$ cat src/rtl/fdiff_pkg.sv
package fdiff_pkg;

    typedef enum logic [1:0] {
        ST_IDLE    = 2'd0,
        ST_A_ARMED = 2'd1,
        ST_B_ARMED = 2'd2
    } arm_state_t;

    // Flag values written by each cross-channel path
    localparam logic SIGN_F1_SLOWER = 1'b1;
    localparam logic SIGN_F1_FASTER = 1'b0;

endpackage

$ cat src/rtl/fdiff_pulse_delay.sv
module fdiff_pulse_delay #(
    parameter int DEPTH = 4
) (
    input  logic clk,
    input  logic rst,
    input  logic pulse_in,
    output logic pulse_out
);
    logic [DEPTH-1:0] chain_q;

    generate
        if (DEPTH == 1) begin : g_single
            always_ff @(posedge clk) begin
                if (rst) chain_q <= '0;
                else     chain_q <= pulse_in;
            end
        end else begin : g_chain
            always_ff @(posedge clk) begin
                if (rst) chain_q <= '0;
                else     chain_q <= {chain_q[DEPTH-2:0], pulse_in};
            end
        end
    endgenerate

    assign pulse_out = chain_q[DEPTH-1];

    // after a reset edge the chain is empty
    a_r9_chain_clear: assert property (@(posedge clk) rst |=> (chain_q == '0));

endmodule

$ cat src/rtl/fdiff_coincide.sv
module fdiff_coincide (
    input  logic clk,
    input  logic rst,
    input  logic level,
    input  logic pulse,
    output logic hit
);
    always_ff @(posedge clk) begin
        if (rst) hit <= 1'b0;
        else     hit <= level & pulse;
    end
endmodule

$ cat src/rtl/fdiff_arm_fsm.sv
module fdiff_arm_fsm
    import fdiff_pkg::*;
#(
    parameter int HOLD_CYCLES = 10
) (
    input  logic clk,
    input  logic rst,
    input  logic hit_a,
    input  logic hit_b,
    output logic flag,
    output logic strobe
);
    localparam int CW = $clog2(HOLD_CYCLES + 1);
    localparam logic [CW-1:0] QUIET_LAST = CW'(HOLD_CYCLES - 1);

    arm_state_t     state_q, state_d;
    logic [CW-1:0]  quiet_q, quiet_d;
    logic           wr_en;
    logic           wr_val;

    // Next-state and write decision
    always_comb begin
        state_d = state_q;
        quiet_d = quiet_q;
        wr_en   = 1'b0;
        wr_val  = SIGN_F1_FASTER;
        unique case (state_q)
            ST_IDLE: begin
                if (hit_a) begin
                    state_d = ST_A_ARMED;
                    quiet_d = '0;
                end else if (hit_b) begin
                    state_d = ST_B_ARMED;
                    quiet_d = '0;
                end
            end
            ST_A_ARMED: begin
                if (hit_b) begin
                    wr_en  = 1'b1;
                    wr_val = SIGN_F1_SLOWER;
                end
                if (hit_a) begin
                    quiet_d = '0;
                end else if (quiet_q == QUIET_LAST) begin
                    state_d = ST_IDLE;
                    quiet_d = '0;
                end else begin
                    quiet_d = quiet_q + 1'b1;
                end
            end
            ST_B_ARMED: begin
                if (hit_a) begin
                    wr_en  = 1'b1;
                    wr_val = SIGN_F1_FASTER;
                end
                if (hit_b) begin
                    quiet_d = '0;
                end else if (quiet_q == QUIET_LAST) begin
                    state_d = ST_IDLE;
                    quiet_d = '0;
                end else begin
                    quiet_d = quiet_q + 1'b1;
                end
            end
            default: begin
                state_d = ST_IDLE;
                quiet_d = '0;
            end
        endcase
    end

    // State register
    always_ff @(posedge clk) begin
        if (rst) begin
            state_q <= ST_IDLE;
            quiet_q <= '0;
        end else begin
            state_q <= state_d;
            quiet_q <= quiet_d;
        end
    end

    // Output register: only a changing write lands
    always_ff @(posedge clk) begin
        if (rst) begin
            flag   <= 1'b0;
            strobe <= 1'b0;
        end else if (wr_en && (wr_val != flag)) begin
            flag   <= wr_val;
            strobe <= 1'b1;
        end else begin
            strobe <= 1'b0;
        end
    end

    // a clock consumed in idle never produces a strobe
    a_r3_idle_silent: assert property (@(posedge clk) disable iff (rst)
        (state_q == ST_IDLE) |=> !strobe);

    // simultaneous first hits arm channel A
    a_r7_a_wins: assert property (@(posedge clk) disable iff (rst)
        (state_q == ST_IDLE && hit_a && hit_b) |=> (state_q == ST_A_ARMED));

    // hold-off counter stays inside its window
    a_r6_quiet_bound: assert property (@(posedge clk) disable iff (rst)
        quiet_q < CW'(HOLD_CYCLES));

    // an arming hit keeps the armed state on the next clock
    a_r6_reload_keeps: assert property (@(posedge clk) disable iff (rst)
        (state_q == ST_A_ARMED && hit_a) |=> (state_q == ST_A_ARMED));

endmodule

$ cat src/rtl/fdiff_sign_detect.sv
module fdiff_sign_detect #(
    parameter int DELAY_CYCLES = 4,
    parameter int HOLD_CYCLES  = 10
) (
    input  logic clk,
    input  logic rst,
    input  logic osc1_level,
    input  logic osc2_pulse,
    output logic f1_slower,
    output logic flag_strobe
);
    logic dly_pulse;
    logic hit_a;
    logic hit_b;

    fdiff_pulse_delay #(.DEPTH(DELAY_CYCLES)) u_delay (
        .clk      (clk),
        .rst      (rst),
        .pulse_in (osc2_pulse),
        .pulse_out(dly_pulse)
    );

    fdiff_coincide u_chan_a (
        .clk  (clk),
        .rst  (rst),
        .level(osc1_level),
        .pulse(osc2_pulse),
        .hit  (hit_a)
    );

    fdiff_coincide u_chan_b (
        .clk  (clk),
        .rst  (rst),
        .level(osc1_level),
        .pulse(dly_pulse),
        .hit  (hit_b)
    );

    fdiff_arm_fsm #(.HOLD_CYCLES(HOLD_CYCLES)) u_fsm (
        .clk   (clk),
        .rst   (rst),
        .hit_a (hit_a),
        .hit_b (hit_b),
        .flag  (f1_slower),
        .strobe(flag_strobe)
    );

    // direct coincidence becomes a channel A hit one edge later
    a_r1_chan_a: assert property (@(posedge clk) disable iff (rst)
        (osc1_level && osc2_pulse) |=> hit_a);

    // delayed coincidence becomes a channel B hit one edge later
    a_r2_chan_b: assert property (@(posedge clk) disable iff (rst)
        (osc1_level && dly_pulse) |=> hit_b);

    // a strobe always comes with a new flag value
    a_r10_strobe_change: assert property (@(posedge clk) disable iff (rst)
        flag_strobe |-> (f1_slower != $past(f1_slower)));

    // without a strobe the flag holds
    a_r8_flag_hold: assert property (@(posedge clk) disable iff (rst)
        !flag_strobe |-> $stable(f1_slower));

endmodule

$ cat config.mk
export PLATFORM = sky130hd
export DESIGN_NAME = fdiff_sign_detect
export DESIGN_NICKNAME = d
export VERILOG_FILES = /design/src/rtl/fdiff_pkg.sv /design/src/rtl/fdiff_pulse_delay.sv /design/src/rtl/fdiff_coincide.sv /design/src/rtl/fdiff_arm_fsm.sv /design/src/rtl/fdiff_sign_detect.sv
export SDC_FILE = /design/constraint.sdc
export NUM_CORES = 1
export LEC_CHECK = 0
export BUFFER_PORTS_ARGS = -buffer_cell sky130_fd_sc_hd__buf_4
export CAP_MARGIN = 20
export CORE_MARGIN = 2
export CORE_UTILIZATION = 45
export DETAILED_ROUTE_END_ITERATION = 8
export MAX_ROUTING_LAYER = met4
export PLACE_DENSITY = 0.66
export SYNTH_ARGS = -nofsm -noshare
export SYNTH_HDL_FRONTEND = slang
export SYNTH_SLANG_ARGS = --single-unit
$ cat constraint.sdc
create_clock -name clk -period 1.5 [get_ports clk]
set_input_delay 0.225 -clock clk [delete_from_list [all_inputs] [get_ports clk]]
set_output_delay 0.225 -clock clk [all_outputs]
set_load 0.05 [all_outputs]
-- Word level (Yosys, flattened, before mapping)
Index checks and enable logic that the tools add are counted.
- add/sub/neg operators: 1
- multiply operators: 0
- div/mod/pow operators: 0
- $lt $le $gt $ge: 0
- eq/ne operators: 7
- shift operators: 0
- multiplexer cells: 17
- bitwise logic cells: 2
- reduce and logical (&&, ||, !) cells: 3
- operators with widths (cell ; number):
    $mux 4 ; 5
    $pmux 4 s3 ; 1
    $mux 2 ; 5
    $pmux 2 s3 ; 1
    $add 4x1->4 const B ; 1
    $eq 4x4->1 const B ; 1
    $mux 1 ; 4
    $ne 2x2->1 const B ; 2
    $ne 3x3->1 const B ; 1
    $reduce_and 3->1 ; 1
    $and 1x1->1 ; 2
    $eq 2x1->1 const B ; 1
    $eq 2x2->1 const B ; 1
    $logic_not 2->1 ; 1
    $pmux 1 s2 ; 1
    $logic_and 1x1->1 ; 1
    $ne 1x1->1 ; 1
- register bits after elaboration: 14
- latch bits: 0
- bits in writable memories: 0
- memory bits (read-only): 0
- bits of input ports: 4
- output and inout port bits: 2
- word-level logic and storage cells: 37
- memories kept: 0

-- Depth between registers and ports, before layout
- word-level depth: 5
- mapped depth: 6
- depth with buffers taken out: 6

-- Cells and area by module
A second synthesis with hierarchy kept.
- cell total of the unflattened synthesis: 67
- area, all modules: 639.4 um^2
- by module, submodules not included (module ; instances ; cells an instance ; area each (um^2) ; seq. area each (um^2)):
    fdiff_arm_fsm ; 1 ; 55 ; 476.7 ; 160.2
    fdiff_pulse_delay ; 1 ; 8 ; 105.1 ; 80.1
    fdiff_coincide ; 2 ; 2 ; 28.8 ; 20.0

-- Worst setup path before layout
Ideal clock, no wire load.
- path type: register to register
- start point: register u_fsm.state_q[0]
- end point: register u_fsm.quiet_q[2]
- library setup time: 0.074 ns
- data arrival time: 1.448 ns
- data required time: 1.426 ns
- path slack: -0.022 ns
- cell stages (with the launch flop): 6
- path buffers: 0
- period minus slack after synthesis: 1.522 ns
- cells stage by stage: dfxtp_1 -> inv_1 -> ha_1 -> o211ai_2 -> or4b_1 -> a31oi_1
- longest elaborated chain between the ends: 2
- elaborated cells on any way between the ends: 5
- classes of those cells: eq/ne: 3; mux: 1; reduce/logical: 1
- RTL lines (element ; RTL line ; text):
    start, declared ; fdiff_arm_fsm.sv:16 ; arm_state_t state_q, state_d;
    start signal, assigned ; fdiff_arm_fsm.sv:78 ; state_q <= state_d;
    $eq 2x2->1, or another cell as far along ; fdiff_arm_fsm.sv:27 ; unique case (state_q)
    $pmux 4 s3 or $ne 3x3->1 (tied branches) ; -- ;
    end signal, assigned ; fdiff_arm_fsm.sv:79 ; quiet_q <= quiet_d;
    end, declared ; fdiff_arm_fsm.sv:17 ; logic [CW-1:0] quiet_q, quiet_d;
Parallel ways exist; a longest one is shown, timed or not.
A chain may end at the register's enable or synchronous reset.

-- Worst setup path after layout
Same ends and word-level chain as after synthesis.

==> flow_summary.ini <==
[final_layout]
area_delta_synth_final_pct = 46.1
fill_cells = 93
drive_gt1_share_pct = 51.8
final_core_util_pct = 70.8
fin_cells = 98
n_antenna_cell = 0
nets = 93

[place]
routabilityCongestion = 0.827
pre_cts_ws_ns = -0.131
dp.cells = 92
io_buffer_count = 5
dp_hpwl_um = 810

[sta]
slew_headroom_pct = 71.0
period_needed_ns = 1.54
setup_viol = 2
worst_pin_slew_ns = 0.434
timing.final.ws_setup_ns = -0.0397
rsz0062_at_grt = true
fin_worst_skew_ns = 0.00699
holdWs_ns = 0.161
fin_crit_sh_pct = 103
final-hold-violation-count = 0
fmax_mhz = 649
slew_violations = 0

[cts]
cts_tree = built
cts_buffers = 3
clk_pin_slew_ns = 0.08
clock-sinks = 14
cts_buffer_depth = 2
root_buffer = clkbuf_4
post_cts_hold_buffer_count = 0
cts_max_level = 1
clock_latency_ns = 0.28

[route]
viasPerCell = 5.42
first_pass_iters = 4
wl_um = 1250
drtIter0Drc = 6
vias = 531
route.detailed.drc = 0
ant_nets = 0
wl_per_cell_um = 12.8

[synthesis]
synthCells = 66
yosysWarnings = 0
netlist_area_um2 = 638
syn-num-nets = 75
synth-seq-cells = 14
ys_types = 27
ys_seq_area_share_pct = 43.9
avgSynthCellArea_um2 = 9.67

[critical_path]
crit_fanout = 5
crit_arrival_ns = 1.75
crit_path_start_kind = register
required_ns = 1.71
reg2reg_slack_ns = -0.04
cp_cell_sequence = inv_4 > ha_4 > nor2b_4 > o211ai_4 > or4b_1 > a31oi_1
critical_path_class = reg -> reg
endpoint_kind = register
slowest_delay_ns = 0.47
slowest_stage = or4b_1

[power]
p_comb_share_pct = 27.0
switching_share_pct = 27.0
p_seq_share_pct = 44.2
p_switching_uw = 248
p_int_uw = 669
power_density_mw_per_mm2 = 983
ir_worst_vdd_mv = 0.670
clkPwrFrac_pct = 28.8
p_leak_nw = 0.334

[global_routing]
grtUsageTotal_pct = 16.1
grt_pass1_vias = 492
antenna_found_initial = 0
grt-ovfl-total = 0
grt_pass1_wl_um = 2060
grt_max_degree = 14

[die]
die_y_um = 41.7
core_area_mm2 = 0.00132
rows = 13
die_area_mm2 = 0.00174
boundaryPins = 6
start_util_pct = 48.4
die_w_um = 41.7

[worst_hold_path]
min_path_type = in -> reg

[run_status]
violations = setup timing
status = finished with violations

[job]
max-cap-violations = 0
-- layout by cell type, fill, tap and decap left out, drive strengths merged --
master	n
a211oi	1
a21o	1
a21oi	5
a22o	1
a31oi	1
a32oi	1
and2	1
and3b	1
buf	14
clkbuf	4
dfxtp	14
ha	5
inv	3
nand2	7
nand2b	2
nand3	3
nand3b	2
nand4	1
nor2	2
nor2b	6
nor3b	1
o211ai	1
o21ai	1
or3	3
or3b	1
or4b	1
-- Yosys cell counts --
cell type / number / area (um2)
dfxtp_1: 14 / 280
nand3_1: 3 / 15.0
nor2b_2: 2 / 17.5
nand2b_1: 2 / 12.5
o21ai_0: 1 / 5.00
a22o_2: 1 / 10.0
or3_1: 1 / 6.26
nand2_1: 7 / 26.3
nor2_1: 2 / 7.51
or4b_1: 1 / 10.0
nor2b_1: 4 / 25.0
a211oi_1: 1 / 7.51
ha_1: 5 / 62.6
or3b_2: 1 / 8.76
o211ai_2: 1 / 12.5
nand3b_1: 2 / 15.0
a32oi_1: 1 / 8.76
a31oi_1: 1 / 6.26
nand4_1: 1 / 6.26
a21o_2: 1 / 8.76
buf_4: 1 / 7.51
a21oi_1: 5 / 25.0
nor3b_2: 1 / 12.5
inv_1: 3 / 11.3
and3b_1: 1 / 8.76
and2_1: 1 / 6.26
or3_2: 2 / 15.0
-- power groups by stage --
| stage | clock network, mW | registers, mW | logic [mW] |
|---|---|---|---|
| floorplan | 0 | 0.402 | 0.106 |
| global placement | 0 | 0.404 | 0.180 |
| detailed placement | 0 | 0.405 | 0.182 |
| CTS | 0.279 | 0.400 | 0.206 |
| global route | 0.296 | 0.408 | 0.268 |
| finish | 0.264 | 0.405 | 0.247 |
-- worst max-delay path, delay by kind of cell, from the launching register on --
| family | cells | cell delay [ns] |
|---|---|---|
| AND/OR/NAND/NOR | 2 | 0.63 |
| flip-flops | 1 | 0.38 |
| AO/OA/AOI/OAI | 2 | 0.24 |
| adder cells (fa/ha/maj) | 1 | 0.14 |
| buffers and inverters | 1 | 0.07 |
-- timing repair --
action                     in CTS  in global routing
setup endpoints to repair       6                  6
resized for setup               8                 20
setup buffers                   1                  2
pin swaps                       4                  8
-- cell type report --
cell class,count,area [um2],share of cell area [%]
multi-input cells,48,464,49.8
flip-flops and latches,14,292,31.3
repair buffers,14,105,11.3
clock buffers,4,36.3,3.89
well taps,15,18.8,2.01
inverters,3,16.3,1.74
-- kinds of logic (layout without fill, tap and decap cells) --
logic type,after synthesis,after routing,synth area share [%]
DFF,14,14,43.9
and+or+nand+nor,31,31,30.2
adders and majority gates,5,5,9.80
AOI/OAI and AO/OA,12,12,13.1
buffers and inverters,4,21,2.94
-- final timing paths --
kind	startpoint	to	cells after the start
max	u_fsm.state_q[0]	u_fsm.quiet_q[2]	6
min	osc1_level	u_chan_a.hit	2
max reg2reg	u_fsm.state_q[0]	u_fsm.quiet_q[2]	6
min reg2reg	u_delay.chain_q[3]	u_chan_b.hit	2
-- per-layer routing --
layer,routed length (um),vias to the layer above,GRT usage [%]
met3,43,4,6.96
met1,560,249,19.3
met5,0,-,-
met2,624,11,23.4
li1,-,267,-
met4,22,0,7.10
-- registers in the layout (all words and copies together) (netlist names) --
| register | cells |
|---|---|
| u_chan_a.hit | 1 |
| u_fsm.flag | 1 |
| u_chan_b.hit | 1 |
| u_fsm.state_q | 2 |
| u_fsm.strobe | 1 |
| u_delay.chain_q | 4 |
| u_fsm.quiet_q | 4 |
-- metrics by stage --
stage / cell area, um2 / total power, mW / TNS (ns)
floorplan: 656 / 0.508 / 0
global placement: 757 / 0.584 / -0.177
detailed placement: 757 / 0.587 / -0.354
CTS: 840 / 0.885 / -0.0787
global route: 932 / 0.972 / -0.234
finish: 932 / 0.916 / -0.0402
Note: power is estimated with default switching activity, not from simulation.
